`config.mk`:
```
export PLATFORM = sky130hd
export DESIGN_NAME = link_bringup_seq
export DESIGN_NICKNAME = d
export VERILOG_FILES = /design/src/rtl/link_seq_pkg.sv /design/src/rtl/link_lock_sync.sv /design/src/rtl/link_lock_watch.sv /design/src/rtl/link_cfg_regs.sv /design/src/rtl/link_train_fsm.sv /design/src/rtl/link_bringup_seq.sv
export SDC_FILE = /design/constraint.sdc
export NUM_CORES = 1
export LEC_CHECK = 0
export BUFFER_PORTS_ARGS = -buffer_cell sky130_fd_sc_hd__buf_4
export CAP_MARGIN = 20
export CORE_MARGIN = 4
export CORE_UTILIZATION = 53
export DETAILED_ROUTE_END_ITERATION = 12
export HOLD_SLACK_MARGIN = 0.1
export PLACE_DENSITY = 0.76
export SYNTH_ARGS = -nofsm -noshare
export SYNTH_HDL_FRONTEND = slang
export SYNTH_SLANG_ARGS = --single-unit
```
`constraint.sdc`:
```
create_clock -name clk -period 2.4 [get_ports clk]
set_clock_uncertainty 0.05 [all_clocks]
set_input_delay 0.12 -clock clk [delete_from_list [all_inputs] [get_ports clk]]
set_output_delay 0.12 -clock clk [all_outputs]
set_load 0.02 [all_outputs]
```
`src/rtl/link_seq_pkg.sv`:
```
package link_seq_pkg;
    localparam int RATE_W = 3;
    localparam int LANE_W = 2;

    localparam logic [7:0] ADR_STATUS = 8'h10;
    localparam logic [7:0] ADR_PLL    = 8'h11;
    localparam logic [7:0] ADR_RATE   = 8'h12;
    localparam logic [7:0] ADR_LANE   = 8'h13;
    localparam logic [7:0] ADR_MODE   = 8'h14;
    localparam logic [7:0] ADR_STREAM = 8'h15;

    localparam logic [7:0] MODE_OFF    = 8'h00;
    localparam logic [7:0] MODE_NORMAL = 8'h01;
    localparam logic [7:0] MODE_TRAIN  = 8'h0A;

    localparam int RATE_LSB   = 5;
    localparam int LANE_LSB   = 4;
    localparam int STREAM_BIT = 3;
    localparam int LOCK_BIT   = 7;

    typedef enum logic [1:0] {
        LS_OFF    = 2'd0,
        LS_TRAIN  = 2'd1,
        LS_NORMAL = 2'd2
    } link_state_e;
endpackage

```
`src/rtl/link_lock_sync.sv`:
```
module link_lock_sync #(
    parameter int STAGES = 2
) (
    input  logic clk,
    input  logic rst_n,
    input  logic d_async,
    output logic d_sync
);
    logic [STAGES-1:0] chain_q;

    generate
        for (genvar i = 0; i < STAGES; i++) begin : g_stage
            if (i == 0) begin : g_first
                always_ff @(posedge clk or negedge rst_n) begin
                    if (!rst_n) chain_q[0] <= 1'b0;
                    else        chain_q[0] <= d_async;
                end
            end else begin : g_next
                always_ff @(posedge clk or negedge rst_n) begin
                    if (!rst_n) chain_q[i] <= 1'b0;
                    else        chain_q[i] <= chain_q[i-1];
                end
            end
        end
    endgenerate

    assign d_sync = chain_q[STAGES-1];

    generate
        if (STAGES == 2) begin : g_chk
            AST_SYNC_TWO_EDGES: assert property (@(posedge clk) disable iff (!rst_n)
                ($past(rst_n) && $past(rst_n, 2)) |-> (d_sync == $past(d_async, 2)));
        end
    endgenerate
endmodule

```
`src/rtl/link_lock_watch.sv`:
```
module link_lock_watch #(
    parameter int LOCK_WAIT = 50000
) (
    input  logic clk,
    input  logic rst_n,
    input  logic pll_en,
    input  logic lock_sync,
    output logic lock_timeout
);
    localparam int CNT_W = $clog2(LOCK_WAIT + 1);
    localparam logic [CNT_W-1:0] LAST = CNT_W'(LOCK_WAIT - 1);

    logic [CNT_W-1:0] wait_cnt_q;
    logic             flag_q;

    always_ff @(posedge clk or negedge rst_n) begin
        if (!rst_n) begin
            wait_cnt_q <= '0;
            flag_q     <= 1'b0;
        end else if (!pll_en) begin
            wait_cnt_q <= '0;
            flag_q     <= 1'b0;
        end else if (lock_sync) begin
            wait_cnt_q <= '0;
        end else if (!flag_q) begin
            if (wait_cnt_q == LAST) flag_q <= 1'b1;
            else                    wait_cnt_q <= wait_cnt_q + 1'b1;
        end
    end

    assign lock_timeout = flag_q;

    AST_TOUT_CLEARS: assert property (@(posedge clk) disable iff (!rst_n)
        !pll_en |=> !lock_timeout);
    AST_TOUT_NEEDS_UNLOCK: assert property (@(posedge clk) disable iff (!rst_n)
        $rose(lock_timeout) |-> $past(pll_en && !lock_sync));
endmodule

```
`src/rtl/link_cfg_regs.sv`:
```
module link_cfg_regs
    import link_seq_pkg::*;
(
    input  logic              clk,
    input  logic              rst_n,
    input  logic              we,
    input  logic [7:0]        addr,
    input  logic [7:0]        wdata,
    output logic              pll_en,
    output logic [RATE_W-1:0] rate_idx,
    output logic [LANE_W-1:0] lane_cnt
);
    logic              pll_q;
    logic [RATE_W-1:0] rate_q;
    logic [LANE_W-1:0] lane_q;

    always_ff @(posedge clk or negedge rst_n) begin
        if (!rst_n) begin
            pll_q  <= 1'b0;
            rate_q <= '0;
            lane_q <= '0;
        end else if (we) begin
            unique case (addr)
                ADR_PLL:  pll_q  <= wdata[0];
                ADR_RATE: rate_q <= wdata[RATE_LSB +: RATE_W];
                ADR_LANE: lane_q <= wdata[LANE_LSB +: LANE_W];
                default:  ;
            endcase
        end
    end

    assign pll_en   = pll_q;
    assign rate_idx = rate_q;
    assign lane_cnt = lane_q;

    AST_RATE_HOLD: assert property (@(posedge clk) disable iff (!rst_n)
        !(we && addr == ADR_RATE) |=> $stable(rate_idx));
    AST_PLL_FOLLOWS_WRITE: assert property (@(posedge clk) disable iff (!rst_n)
        (we && addr == ADR_PLL) |=> (pll_en == $past(wdata[0])));
endmodule

```
`src/rtl/link_train_fsm.sv`:
```
module link_train_fsm
    import link_seq_pkg::*;
(
    input  logic              clk,
    input  logic              rst_n,
    input  logic              pll_en,
    input  logic              lock_sync,
    input  logic [RATE_W-1:0] rate_idx,
    input  logic              mode_we,
    input  logic [7:0]        mode_wdata,
    input  logic              stream_we,
    input  logic              stream_wbit,
    input  logic              train_done,
    input  logic              train_pass,
    output link_state_e       state,
    output logic              train_start,
    output logic              video_en
);
    link_state_e state_q, state_n;
    logic        start_q, start_n;
    logic        video_q, video_n;
    logic        link_ok;
    logic        want_off;
    logic        want_train;
    logic        rate_ok;

    assign link_ok    = pll_en && lock_sync;
    assign rate_ok    = (rate_idx != '0);
    assign want_off   = mode_we && (mode_wdata == MODE_OFF);
    assign want_train = mode_we && (mode_wdata == MODE_TRAIN);

    // state register
    always_ff @(posedge clk or negedge rst_n) begin
        if (!rst_n) begin
            state_q <= LS_OFF;
            start_q <= 1'b0;
            video_q <= 1'b0;
        end else begin
            state_q <= state_n;
            start_q <= start_n;
            video_q <= video_n;
        end
    end

    // next state and outputs
    always_comb begin
        state_n = state_q;
        start_n = 1'b0;
        unique case (state_q)
            LS_OFF: begin
                if (want_train && link_ok && rate_ok) begin
                    state_n = LS_TRAIN;
                    start_n = 1'b1;
                end
            end
            LS_TRAIN: begin
                if (!link_ok)        state_n = LS_OFF;
                else if (want_off)   state_n = LS_OFF;
                else if (train_done) state_n = train_pass ? LS_NORMAL : LS_OFF;
            end
            LS_NORMAL: begin
                if (!link_ok)      state_n = LS_OFF;
                else if (want_off) state_n = LS_OFF;
                else if (want_train) begin
                    if (rate_ok) begin
                        state_n = LS_TRAIN;
                        start_n = 1'b1;
                    end else begin
                        state_n = LS_OFF;
                    end
                end
            end
            default: state_n = LS_OFF;
        endcase
        video_n = (state_n == LS_NORMAL) && (stream_we ? stream_wbit : video_q);
    end

    assign state       = state_q;
    assign train_start = start_q;
    assign video_en    = video_q;

    AST_VIDEO_ONLY_NORMAL: assert property (@(posedge clk) disable iff (!rst_n)
        video_en |-> (state == LS_NORMAL));
    AST_START_ONE_CYCLE: assert property (@(posedge clk) disable iff (!rst_n)
        train_start |=> !train_start);
    AST_START_NEEDS_LINK: assert property (@(posedge clk) disable iff (!rst_n)
        train_start |-> $past(pll_en && lock_sync && rate_idx != '0));
    AST_DONE_RESOLVES: assert property (@(posedge clk) disable iff (!rst_n)
        (state == LS_TRAIN && train_done) |=> (state != LS_TRAIN));
    AST_OFF_CMD: assert property (@(posedge clk) disable iff (!rst_n)
        (mode_we && mode_wdata == MODE_OFF) |=> (state == LS_OFF && !video_en));
    AST_LINK_LOSS_OFF: assert property (@(posedge clk) disable iff (!rst_n)
        (state != LS_OFF && !(pll_en && lock_sync)) |=> (state == LS_OFF));
    AST_DONE_IGNORED_IDLE: assert property (@(posedge clk) disable iff (!rst_n)
        (state == LS_OFF && !mode_we) |=> (state == LS_OFF));
endmodule

```
`src/rtl/link_bringup_seq.sv`:
```
module link_bringup_seq
    import link_seq_pkg::*;
#(
    parameter int LOCK_WAIT   = 50000,
    parameter int SYNC_STAGES = 2
) (
    input  logic       clk,
    input  logic       rst_n,
    input  logic       reg_we,
    input  logic [7:0] reg_addr,
    input  logic [7:0] reg_wdata,
    output logic [7:0] reg_rdata,
    input  logic       pll_lock_raw,
    output logic       pll_en,
    output logic       train_start,
    output logic [2:0] train_rate,
    output logic [1:0] train_lanes,
    input  logic       train_done,
    input  logic       train_pass,
    output logic       video_en
);
    logic              lock_sync;
    logic              lock_timeout;
    logic [RATE_W-1:0] rate_idx;
    logic [LANE_W-1:0] lane_cnt;
    link_state_e       state;
    logic              mode_we;
    logic              stream_we;
    logic [7:0]        mode_code;

    assign mode_we   = reg_we && (reg_addr == ADR_MODE);
    assign stream_we = reg_we && (reg_addr == ADR_STREAM);

    link_lock_sync #(.STAGES(SYNC_STAGES)) u_sync (
        .clk     (clk),
        .rst_n   (rst_n),
        .d_async (pll_lock_raw),
        .d_sync  (lock_sync)
    );

    link_lock_watch #(.LOCK_WAIT(LOCK_WAIT)) u_watch (
        .clk          (clk),
        .rst_n        (rst_n),
        .pll_en       (pll_en),
        .lock_sync    (lock_sync),
        .lock_timeout (lock_timeout)
    );

    link_cfg_regs u_cfg (
        .clk      (clk),
        .rst_n    (rst_n),
        .we       (reg_we),
        .addr     (reg_addr),
        .wdata    (reg_wdata),
        .pll_en   (pll_en),
        .rate_idx (rate_idx),
        .lane_cnt (lane_cnt)
    );

    link_train_fsm u_fsm (
        .clk         (clk),
        .rst_n       (rst_n),
        .pll_en      (pll_en),
        .lock_sync   (lock_sync),
        .rate_idx    (rate_idx),
        .mode_we     (mode_we),
        .mode_wdata  (reg_wdata),
        .stream_we   (stream_we),
        .stream_wbit (reg_wdata[STREAM_BIT]),
        .train_done  (train_done),
        .train_pass  (train_pass),
        .state       (state),
        .train_start (train_start),
        .video_en    (video_en)
    );

    always_comb begin
        unique case (state)
            LS_TRAIN:  mode_code = MODE_TRAIN;
            LS_NORMAL: mode_code = MODE_NORMAL;
            default:   mode_code = MODE_OFF;
        endcase
    end

    always_comb begin
        reg_rdata = 8'h00;
        unique case (reg_addr)
            ADR_STATUS: begin
                reg_rdata[LOCK_BIT] = lock_sync;
                reg_rdata[0]        = lock_timeout;
            end
            ADR_PLL:    reg_rdata[0] = pll_en;
            ADR_RATE:   reg_rdata[RATE_LSB +: RATE_W] = rate_idx;
            ADR_LANE:   reg_rdata[LANE_LSB +: LANE_W] = lane_cnt;
            ADR_MODE:   reg_rdata = mode_code;
            ADR_STREAM: reg_rdata[STREAM_BIT] = video_en;
            default:    reg_rdata = 8'h00;
        endcase
    end

    assign train_rate  = rate_idx;
    assign train_lanes = lane_cnt;

    AST_TRAIN_CODE: assert property (@(posedge clk) disable iff (!rst_n)
        train_start |-> (mode_code == MODE_TRAIN));
endmodule

```
==> results of run 1 <==
[synthesized netlist by cell type (2+ instances only)]
cell	n
a211oi_1	2
a21oi_1	5
a31o_2	2
a31oi_1	3
a41o_1	2
and2_1	2
and4_1	2
clkbuf_1	5
clkbuf_2	2
dfrtp_1	29
inv_1	5
mux2_2	6
mux2i_1	6
nand2_1	16
nand2b_1	8
nand3_1	3
nand4_1	8
nor2_1	13
nor2b_1	4
nor3_1	8
nor4_1	5
o21ai_0	5
o311ai_0	3
o41ai_1	3
or3_1	5
or4_1	3
xnor2_1	2
[cell families after synthesis]
group,after synthesis,share of synthesized area (%)
compound gates,32,14.1
xor+xnor,2,1.06
fa+ha+maj,1,0.759
buf+inv,13,3.34
flops,29,44.0
mux,12,7.74
other cells,1,0.228
simple gates,85,28.7
[cell usage in the layout, fill, tap and decap left out, drive strengths merged, types with 3 or more instances in the layout]
cell,synthesis,layout
dlygate4sd3,0,11
nor2,13,13
o311ai,3,3
a21oi,5,5
mux2i,6,6
buf,1,37
nand2b,8,8
clkbuf,7,5
nor4,5,5
or3,5,5
nor2b,4,4
o21ai,5,5
mux2,6,6
dfrtp,29,29
o41ai,3,3
nand3,3,3
or4,3,3
nor3,8,8
nand4,8,8
nand2,16,16
a31oi,3,3
inv,5,5
[where the power goes]
| part | switching, mW | total, mW | internal (mW) | leakage (nW) |
|---|---|---|---|---|
| Clock | 0.196 | 0.416 | 0.220 | 0.0414 |
| Sequential | 0.00738 | 0.503 | 0.495 | 0.399 |
| Combinational | 0.0477 | 0.0980 | 0.0502 | 0.500 |
[worst max-delay path by stage]
| stage | from | endpoint | slack (ns) | cells past startpoint |
|---|---|---|---|---|
| after floorplan | reg_addr[7] | reg_rdata[3] | 0.02 | 6 |
| after global placement | reg_addr[7] | u_cfg.rate_idx[1] | 0.37 | 4 |
| after detailed placement | reg_addr[7] | u_cfg.rate_idx[2] | 0.34 | 4 |
| after CTS | reg_addr[7] | reg_rdata[3] | 0.34 | 6 |
| after global routing | u_watch.wait_cnt_q[4] | u_watch.wait_cnt_q[9] | 0.14 | 4 |
| final | u_watch.wait_cnt_q[4] | u_watch.wait_cnt_q[14] | 0.29 | 4 |
[flip-flops by register name, summed over array words and instances, names as in the netlist]
register	count
u_cfg.rate_idx	3
u_cfg.lane_cnt	2
u_fsm.state	2
u_fsm.video_en	1
u_watch.lock_timeout	1
u_sync.chain_q	1
u_watch.wait_cnt_q	16
u_cfg.pll_en	1
u_sync.d_sync	1
u_fsm.train_start	1
[layout make-up]
| cell class | count | area (um^2) |
|---|---|---|
| Clock buffer | 5 | 37.5 |
| Multi-Input combinational cell | 133 | 867 |
| Tap cell | 31 | 38.8 |
| Clock inverter | 3 | 46.3 |
| Inverter | 5 | 18.8 |
| Fill cell | 207 | 731 |
| Timing Repair Buffer | 48 | 388 |
| Sequential cell | 29 | 726 |
[worst max-delay path, cell delays in order, from the launching register on]
cell      delay (ns)
dfrtp_1         0.48
nor4bb_1        0.62
a31oi_1         0.33
a211oi_1        0.41
a31o_2          0.16
[per-layer routing]
layer / vias to the layer above / track usage (%) / wire length [um]
met1: 752 / 28.2 / 1840
li1: 758 / - / -
met4: 0 / 9.43 / 116
met3: 15 / 5.25 / 191
met5: - / 0 / 0
met2: 55 / 35.9 / 2020
[timing repair]
| action | in CTS | in global routing |
|---|---|---|
| endpoints found under the hold margin | 38 | 0 |
| resized for setup | 0 | 0 |
| hold buffers | 11 | 0 |
[stage by stage]
step	power, mW	area, um^2	util, %	setup WS (ns)
finish	1.02	2120	74.4	0.294
global route	1.06	2120	74.4	0.138
CTS	1.02	2120	74.4	0.339
detailed placement	0.597	1930	67.6	0.340
global placement	0.593	1930	67.6	0.373
floorplan	0.541	1650	-	0.0185
==> impl_results.md, run 1 <==
* I/O pin cnt at 38
* DRT iter0 DRCs at 128
* Core Box Area at 0.00285 mm^2
* Period utilization at 87.7%
* Fmax at 475 MHz
* R2r worst-path depth at 4
* Die area at 0.00407 mm^2
* CP Capture Type: flop
* Cell Area, Synth at 0.00165 mm^2
* Post-synthesis cell count at 175
* P&R area growth vs syn at 28.8%
* Sequential share of the synthesized area at 44.0%
* Clk root buf: clkbuf_4
* Worst-path maximum fanout at 8
* Final setup fails at 0
* Worst Tran Pin Value at 0.644 ns
* IO buf count at 36
* Unrepaired setup endpoints after global routing: no
* Pin count of the biggest net entering global routing at 30
* Max cap viols at 0
* R2r setup slk at 0.29 ns
* Power Dens Cells at 479 mW/mm^2
* CTS Buffer Depth at 2
* GP Congestion at 0.927
* Total GRT Usage at 22.1%
* Dpl cells at 235
* Synth area leaders: dfrtp_1 (44%), mux2_2 (4.1%), mux2i_1 (3.6%)
* Number of diodes at 0
* Normalized max-slew margin at 56.5%
* Post-route DRC at 0
* Required @ worst endpoint at 2.64 ns
* Grt ovf at 0
* Top-area cell type share of the netlist area at 44.0%
* Critical path type: reg2reg
* Post-route minimum period at 2.11 ns
* Average size of a mapped cell at 9.42 um^2
* Vias per cell at 6.22
* Level count of the clock H-tree at 2
* Synth unique cells at 45
* Worst Hold Endpoint: u_fsm.video_en
* Router iterations before antenna repair at 4
* CTS Buf Count at 5
* Die Y at 63.8 um
* Die Wd at 63.8 um
* Clock sink count at 29
* Total nets after synthesis at 198
* Setup TNS at 0 ns
* Post-synth top area cell: dfrtp_1
* Hold depth at 3
* Vias in the first global route at 1499
* Non-Filler Instances at 254
* Hold Path Class: in2reg
* # rows at 19
* Status: completed
* DR vias at 1580
* Final hold viol count at 0
* Starting Density at 57.8%
* FF-to-FF Start: u_watch.wait_cnt_q[4]
* TritonCTS clock tree: yes
* Antenna violations before repair at 0
* Peak VDD IR at 356 uV
* DP HPWL at 3.06 mm
* Leakage at 0.941 nW
* Global-route wire length before repair at 6.98 mm
* Clk_lat worst skew at 0.35 ns
* Asr flop ratio synth at 100%
* DR WL/cell at 16.4 um
* Nets at 245
* Critical path arrival at 2.35 ns
* Max Slew Vio Count at 0
* Post-CTS Setup Bufs at 0
* Ys flop type: dfrtp_1
* Final ANT Viol Nets at 0
* Worst Min Path Start: reg_wdata[3]
* CP Launch Type: flop
* Worst Hold Slack at 0.108 ns
* Number of synthesized flops with an enable pin at 0
* Ys Warns at 0
* Synthesis-stage register bit count at 29
* Clock slew at reported path FFs at 0.11 ns
* Layout cell share with drive strength beyond 1 at 24.7%
* Total Wirelength at 4.17 mm
* Worst r2r dst: u_watch.wait_cnt_q[14]
(Power assumes the default switching activity.)
==> run 2, diff against run 1 <==
Clock period 2.4 ns to 2.1 ns, I/O delays scaled along.
==> impl_results.md, run 2 (synthesized netlist as in run 1, its figures left out) <==
* Status: completed
* Hold depth at 4 (+1)
* Area of the multi-input gates at 873 um^2 (+0.72%)
* Post-route DRC at 0 (unchanged)
* Power Dens Cells at 482 mW/mm^2 (+0.65%)
* CP Capture Type: flop
* CTS Buf Count at 5 (unchanged)
* # rows at 19 (unchanged)
* Worst Hold Slack at 0.108 ns (-0.0000620 ns)
* Worst-path maximum fanout at 6 (-2)
* Max Slew Vio Count at 0 (unchanged)
* GP Congestion at 0.883 (-4.7%)
* Peak VDD IR at 347 uV (-2.6%)
* Post-route minimum period at 1.96 ns (-0.149 ns)
* Router iterations before antenna repair at 4 (unchanged)
* Period utilization at 93.2% (+5.4 points)
* Fmax at 511 MHz (+7.6%)
* Clock slew at reported path FFs at 0.08 ns (-0.03 ns)
* TritonCTS clock tree: yes
* IO buf count at 36 (unchanged)
* Clk root buf: clkbuf_4
* DP HPWL at 3.19 mm (+4.2%)
* Die Wd at 63.8 um (unchanged)
* Final hold viol count at 0 (unchanged)
* DR WL/cell at 16.9 um (+3.0%)
* Nets at 251 (+2.4%)
* FILL cells at 211 (+1.9%)
* Required @ worst endpoint at 2.32 ns (-0.32 ns)
* Number of diodes at 0 (unchanged)
* Total Wirelength at 4.38 mm (+5.0%)
* Critical path arrival at 2.18 ns (-0.17 ns)
* Clock sink count at 29 (unchanged)
* Starting Density at 57.8% (unchanged)
* Max FFs per register at 16 (unchanged)
* Reg with most FFs: u_watch.wait_cnt_q
* I/O pin cnt at 38 (unchanged)
* Setup TNS at 0 ns (unchanged)
* Normalized max-slew margin at 60.9% (+4.4 points)
* Global-route wire length before repair at 7.49 mm (+7.2%)
* Clk_lat worst skew at 0.33 ns (-0.02 ns)
* Commonest non-fill, non-tap cell in the layout: buf_4
* Layout cell share with drive strength beyond 1 at 25.9% (+1.2 points)
* Final Util at 75.3% (+0.88 points)
* CTS Buffer Depth at 2 (unchanged)
* Vias in the first global route at 1619 (+8.0%)
* Grt ovf at 0 (unchanged)
* Critical path type: reg2reg
* Leakage at 0.958 nW (+1.9%)
* Die Y at 63.8 um (unchanged)
* Vias per cell at 6.19 (-0.50%)
* Non-Filler Instances at 259 (+2.0%)
* Dpl cells at 239 (+1.7%)
* DR vias at 1603 (+1.5%)
* Final setup fails at 0 (unchanged)
* Commonest non-fill, non-tap cells in the layout: buf_4 (42), dfrtp_1 (29), nand2_1 (16)
* Register area at 726 um^2 (unchanged)
* Die area at 0.00407 mm^2 (unchanged)
* Antenna violations before repair at 0 (unchanged)
* Level count of the clock H-tree at 2 (unchanged)
* CP Launch Type: flop
* P&R area growth vs syn at 30.3%
* Core Box Area at 0.00285 mm^2 (unchanged)
* DRT iter0 DRCs at 145 (+13%)
* Final ANT Viol Nets at 0 (unchanged)
* Worst Tran Pin Value at 0.583 ns (-0.0617 ns)
* Pin count of the biggest net entering global routing at 30 (unchanged)
* Unrepaired setup endpoints after global routing: no
* R2r worst-path depth at 4 (unchanged)
* Total GRT Usage at 23.6% (+1.5 points)
* Hold Path Class: in2reg
* Max cap viols at 0 (unchanged)
==> run 2: worst paths after layout <==
kind | startpoint | end | slack, ns
min | reg_wdata[1] | u_fsm.state[0] | 0.11
max reg2reg | u_cfg.pll_en | u_fsm.train_start | 0.14
min reg2reg | u_sync.chain_q[0] | u_sync.d_sync | 0.31
max in group asynchronous | rst_n | u_watch.wait_cnt_q[5] | 1.55
max | u_cfg.pll_en | u_fsm.train_start | 0.14
min in group asynchronous | rst_n | u_watch.wait_cnt_q[0] | 0.17
==> run 2: through the flow <==
stage	total power [mW]	worst slack, ns	area, um^2
2_1_floorplan	0.619	0.0283	1650
3_3_place_gp	0.679	0.113	1960
3_5_place_dp	0.683	0.0866	1960
4_1_cts	1.04	0.156	2140
5_1_grt	1.09	0.0228	2150
6_report	1.04	0.143	2150
==> run 2: where the power goes <==
part	switching [mW]	internal (mW)	total [mW]	leakage (nW)
clock network	0.187	0.158	0.345	0.0314
logic	0.0560	0.0603	0.116	0.527
registers	0.00805	0.566	0.574	0.399
==> run 2: critical path, stage by stage, from the launching register on <==
cell and delay, ns:
dfrtp_1 0.42, nand2_1 0.12, or4_1 0.54, nor4_1 0.19
dlygate4sd3_1 0.58
==> run 2: layout make-up <==
| type | count | share of cell area, % |
|---|---|---|
| clock buffers | 7 | 2.56 |
| well taps | 31 | 1.81 |
| multi-input cells | 133 | 40.7 |
| flip-flops and latches | 29 | 33.8 |
| inverters | 5 | 0.874 |
| repair buffers | 54 | 20.3 |
==> run 2: repair_timing <==
action / in CTS / in global routing
hold buffers: 12 / 0
hold endpoints to repair: 39 / 0
gates resized for setup: 0 / 0
buffers inserted: 0 / 1
endpoints found under the setup margin: 0 / 1
==> run 2: metal layers <==
layer  wire (um)  track usage (%)  share of wire [%]  vias to the layer above
met5           0                0                  0                        -
met4          87             10.5                2.0                        0
li1            -                -                  -                      761
met1        1790             27.7                 41                      784
met2        2280             40.8                 52                       46
met3         212             5.95                4.8                       12
==> run 3, diff against run 2 <==
Settings changed: CORE_UTILIZATION 53 to 57, CTS_BUF_LIST set to sky130_fd_sc_hd__clkbuf_16, CTS_CLUSTER_DIAMETER set to 100, PLACE_DENSITY 0.76 to 0.81.
Clock period 2.1 ns to 2.5 ns, I/O delays scaled along.
==> impl_results.md, run 3 (synthesized netlist as in run 1, its figures left out) <==
* Die Y at 61.8 um (-3.1%)
* CP peak stage delay at 0.63 ns (+0.05 ns)
* Commonest non-fill, non-tap cells in the layout: buf_4 (37), dfrtp_1 (29), nand2_1 (16)
* Global-route wire length before repair at 7.28 mm (-2.8%)
* FF-to-FF Start: u_watch.wait_cnt_q[4]
* P&R area growth vs syn at 29.7%
* CP Capture Type: flop
* FILL cells at 181 (-14%)
* DP Worst Slack at 0.405 ns (+0.319 ns)
* Cell mode on critical path: nand4_1
* Total Wirelength at 4.45 mm (+1.8%)
* Number of diodes at 0 (unchanged)
* Setup TNS at 0 ns (unchanged)
* Reg with most FFs: u_watch.wait_cnt_q
* Cts repair resizes at 0 (unchanged)
* Period utilization at 83.5% (-9.7 points)
* Level count of the clock H-tree at 2 (unchanged)
* Leakage at 0.952 nW (-0.66%)
* Final hold viol count at 0 (unchanged)
* Clock sink count at 29 (unchanged)
* IO buf count at 36 (unchanged)
* Worst Min Path Start: train_done
* Max Slew Vio Count at 0 (unchanged)
* Die area at 0.00381 mm^2 (-6.2%)
* Final setup fails at 0 (unchanged)
* Clock slew at reported path FFs at 0.05 ns (-0.03 ns)
* Pin count of the biggest net entering global routing at 30 (unchanged)
* Clk root buf: clkbuf_16
* Final Util at 77.5% (+2.2 points)
* Layout cell share with drive strength beyond 1 at 24.7% (-1.2 points)
* Starting Density at 59.8% (+2.0 points)
* # rows at 19 (unchanged)
* Largest delay share family, worst path: simple AND/OR/NAND/NOR gates
* Core Box Area at 0.00276 mm^2 (-3.3%)
* Dpl cells at 235 (-1.7%)
* Post-CTS Setup Bufs at 0 (unchanged)
* R2r worst-path depth at 4 (unchanged)
* CTS Buffer Depth at 2 (unchanged)
* DR WL/cell at 17.8 um (+5.4%)
* Worst-path maximum fanout at 8 (+2)
* Final ANT Viol Nets at 0 (unchanged)
* Max cap viols at 0 (unchanged)
* R2r setup slk at 0.41 ns (+0.27 ns)
* Status: completed
* Post-route minimum period at 2.09 ns (+0.131 ns)
* Fin worst setup slack at 0.412 ns (+0.269 ns)
* Hold buffer count at cts at 7 (-5)
* Critical path arrival at 2.23 ns (+0.05 ns)
* Vias in the first global route at 1489 (-8.0%)
* Post-route DRC at 0 (unchanged)
* Total GRT Usage at 26.4% (+2.8 points)
* Power Dens Cells at 533 mW/mm^2 (+11%)
* Vias per cell at 6.44 (+4.1%)
* CP Launch Type: flop
* DR vias at 1610 (+0.44%)
* Die Wd at 61.8 um (-3.1%)
* Required @ worst endpoint at 2.64 ns (+0.32 ns)
* Fmax at 479 MHz (-6.3%)
* Hold depth at 3 (-1)
* DRT iter0 DRCs at 133 (-8.3%)
* Peak VDD IR at 713 uV (+110%)
* Nets at 241 (-4.0%)
* Non-Filler Instances at 250 (-3.5%)
* Commonest non-fill, non-tap cell in the layout: buf_4
* Tot Pwr at 1.14 mW (+10%)
* Critical path type: reg2reg
* WP buf/inv at 0 (-1)
* DP HPWL at 2.92 mm (-8.5%)
* Unrepaired setup endpoints after global routing: no
* TritonCTS clock tree: yes
* Critical Path, Cell by Cell: nor4bb_1 > nand4_1 > nand4_1 > mux2i_1
* Antenna violations before repair at 0 (unchanged)
* I/O pin cnt at 38 (unchanged)
* Router iterations before antenna repair at 5 (+1)
* GP Congestion at 0.884 (about the same)
* CTS Buf Count at 5 (unchanged)
* Worst r2r dst: u_watch.wait_cnt_q[9]
* Max FFs per register at 16 (unchanged)
* Worst Tran Pin Value at 0.730 ns (+0.147 ns)
* Worst Hold Endpoint: u_fsm.state[0]
* Grt ovf at 0 (unchanged)
* Normalized max-slew margin at 51.0% (-9.9 points)
* Clk_lat worst skew at 0.28 ns (-0.05 ns)
* Slowest CP cell: nor4bb_1
* Hold Path Class: in2reg
-- run 3: worst max-delay path by stage --
stage | from | to | slack [ns] | depth (start not counted)
after global routing | reg_addr[7] | reg_rdata[3] | 0.26 | 6
after detailed placement | reg_addr[7] | u_fsm.state[0] | 0.41 | 5
final | u_watch.wait_cnt_q[4] | u_watch.wait_cnt_q[9] | 0.41 | 4
after floorplan | reg_addr[7] | reg_rdata[3] | 0.11 | 6
after global placement | reg_addr[7] | u_cfg.rate_idx[1] | 0.47 | 4
after CTS | reg_addr[7] | reg_rdata[3] | 0.43 | 6
-- run 3: report_power, final --
part	internal, mW	switching [mW]	total, mW
Combinational	0.0453	0.0456	0.0908
Clock	0.360	0.204	0.564
Sequential	0.477	0.00707	0.484
Total	0.882	0.256	1.14
-- run 3: per-layer routing --
metal	wire length [um]	track usage (%)
met5	0	0
met4	53	8.48
met3	301	6.82
met2	2260	42.9
met1	1840	34.6
-- run 3: layout make-up --
class / instances / area, um^2 / area share (%)
tap: 31 / 38.8 / 1.81
inverter: 5 / 18.8 / 0.878
clock inverter: 3 / 13.8 / 0.644
multi-input combinational: 133 / 867 / 40.6
clock buffer: 5 / 125 / 5.85
timing repair buffer: 44 / 348 / 16.3
sequential: 29 / 726 / 34.0
-- run 3: metrics by stage --
| step | hold slack (ns) | area (um^2) |
|---|---|---|
| after floorplan | -0.221 | 1650 |
| after global placement | 0.00899 | 1930 |
| after detailed placement | 0.0151 | 1930 |
| after CTS | 0.123 | 2140 |
| after global routing | 0.114 | 2140 |
| final | 0.123 | 2140 |
-- run 3: worst register-to-register path, stage by stage (launching register included) --
cell and delay (ns):
dfrtp_1 0.46, nor4bb_1 0.63, nand4_1 0.41, nand4_1 0.25, mux2i_1 0.22
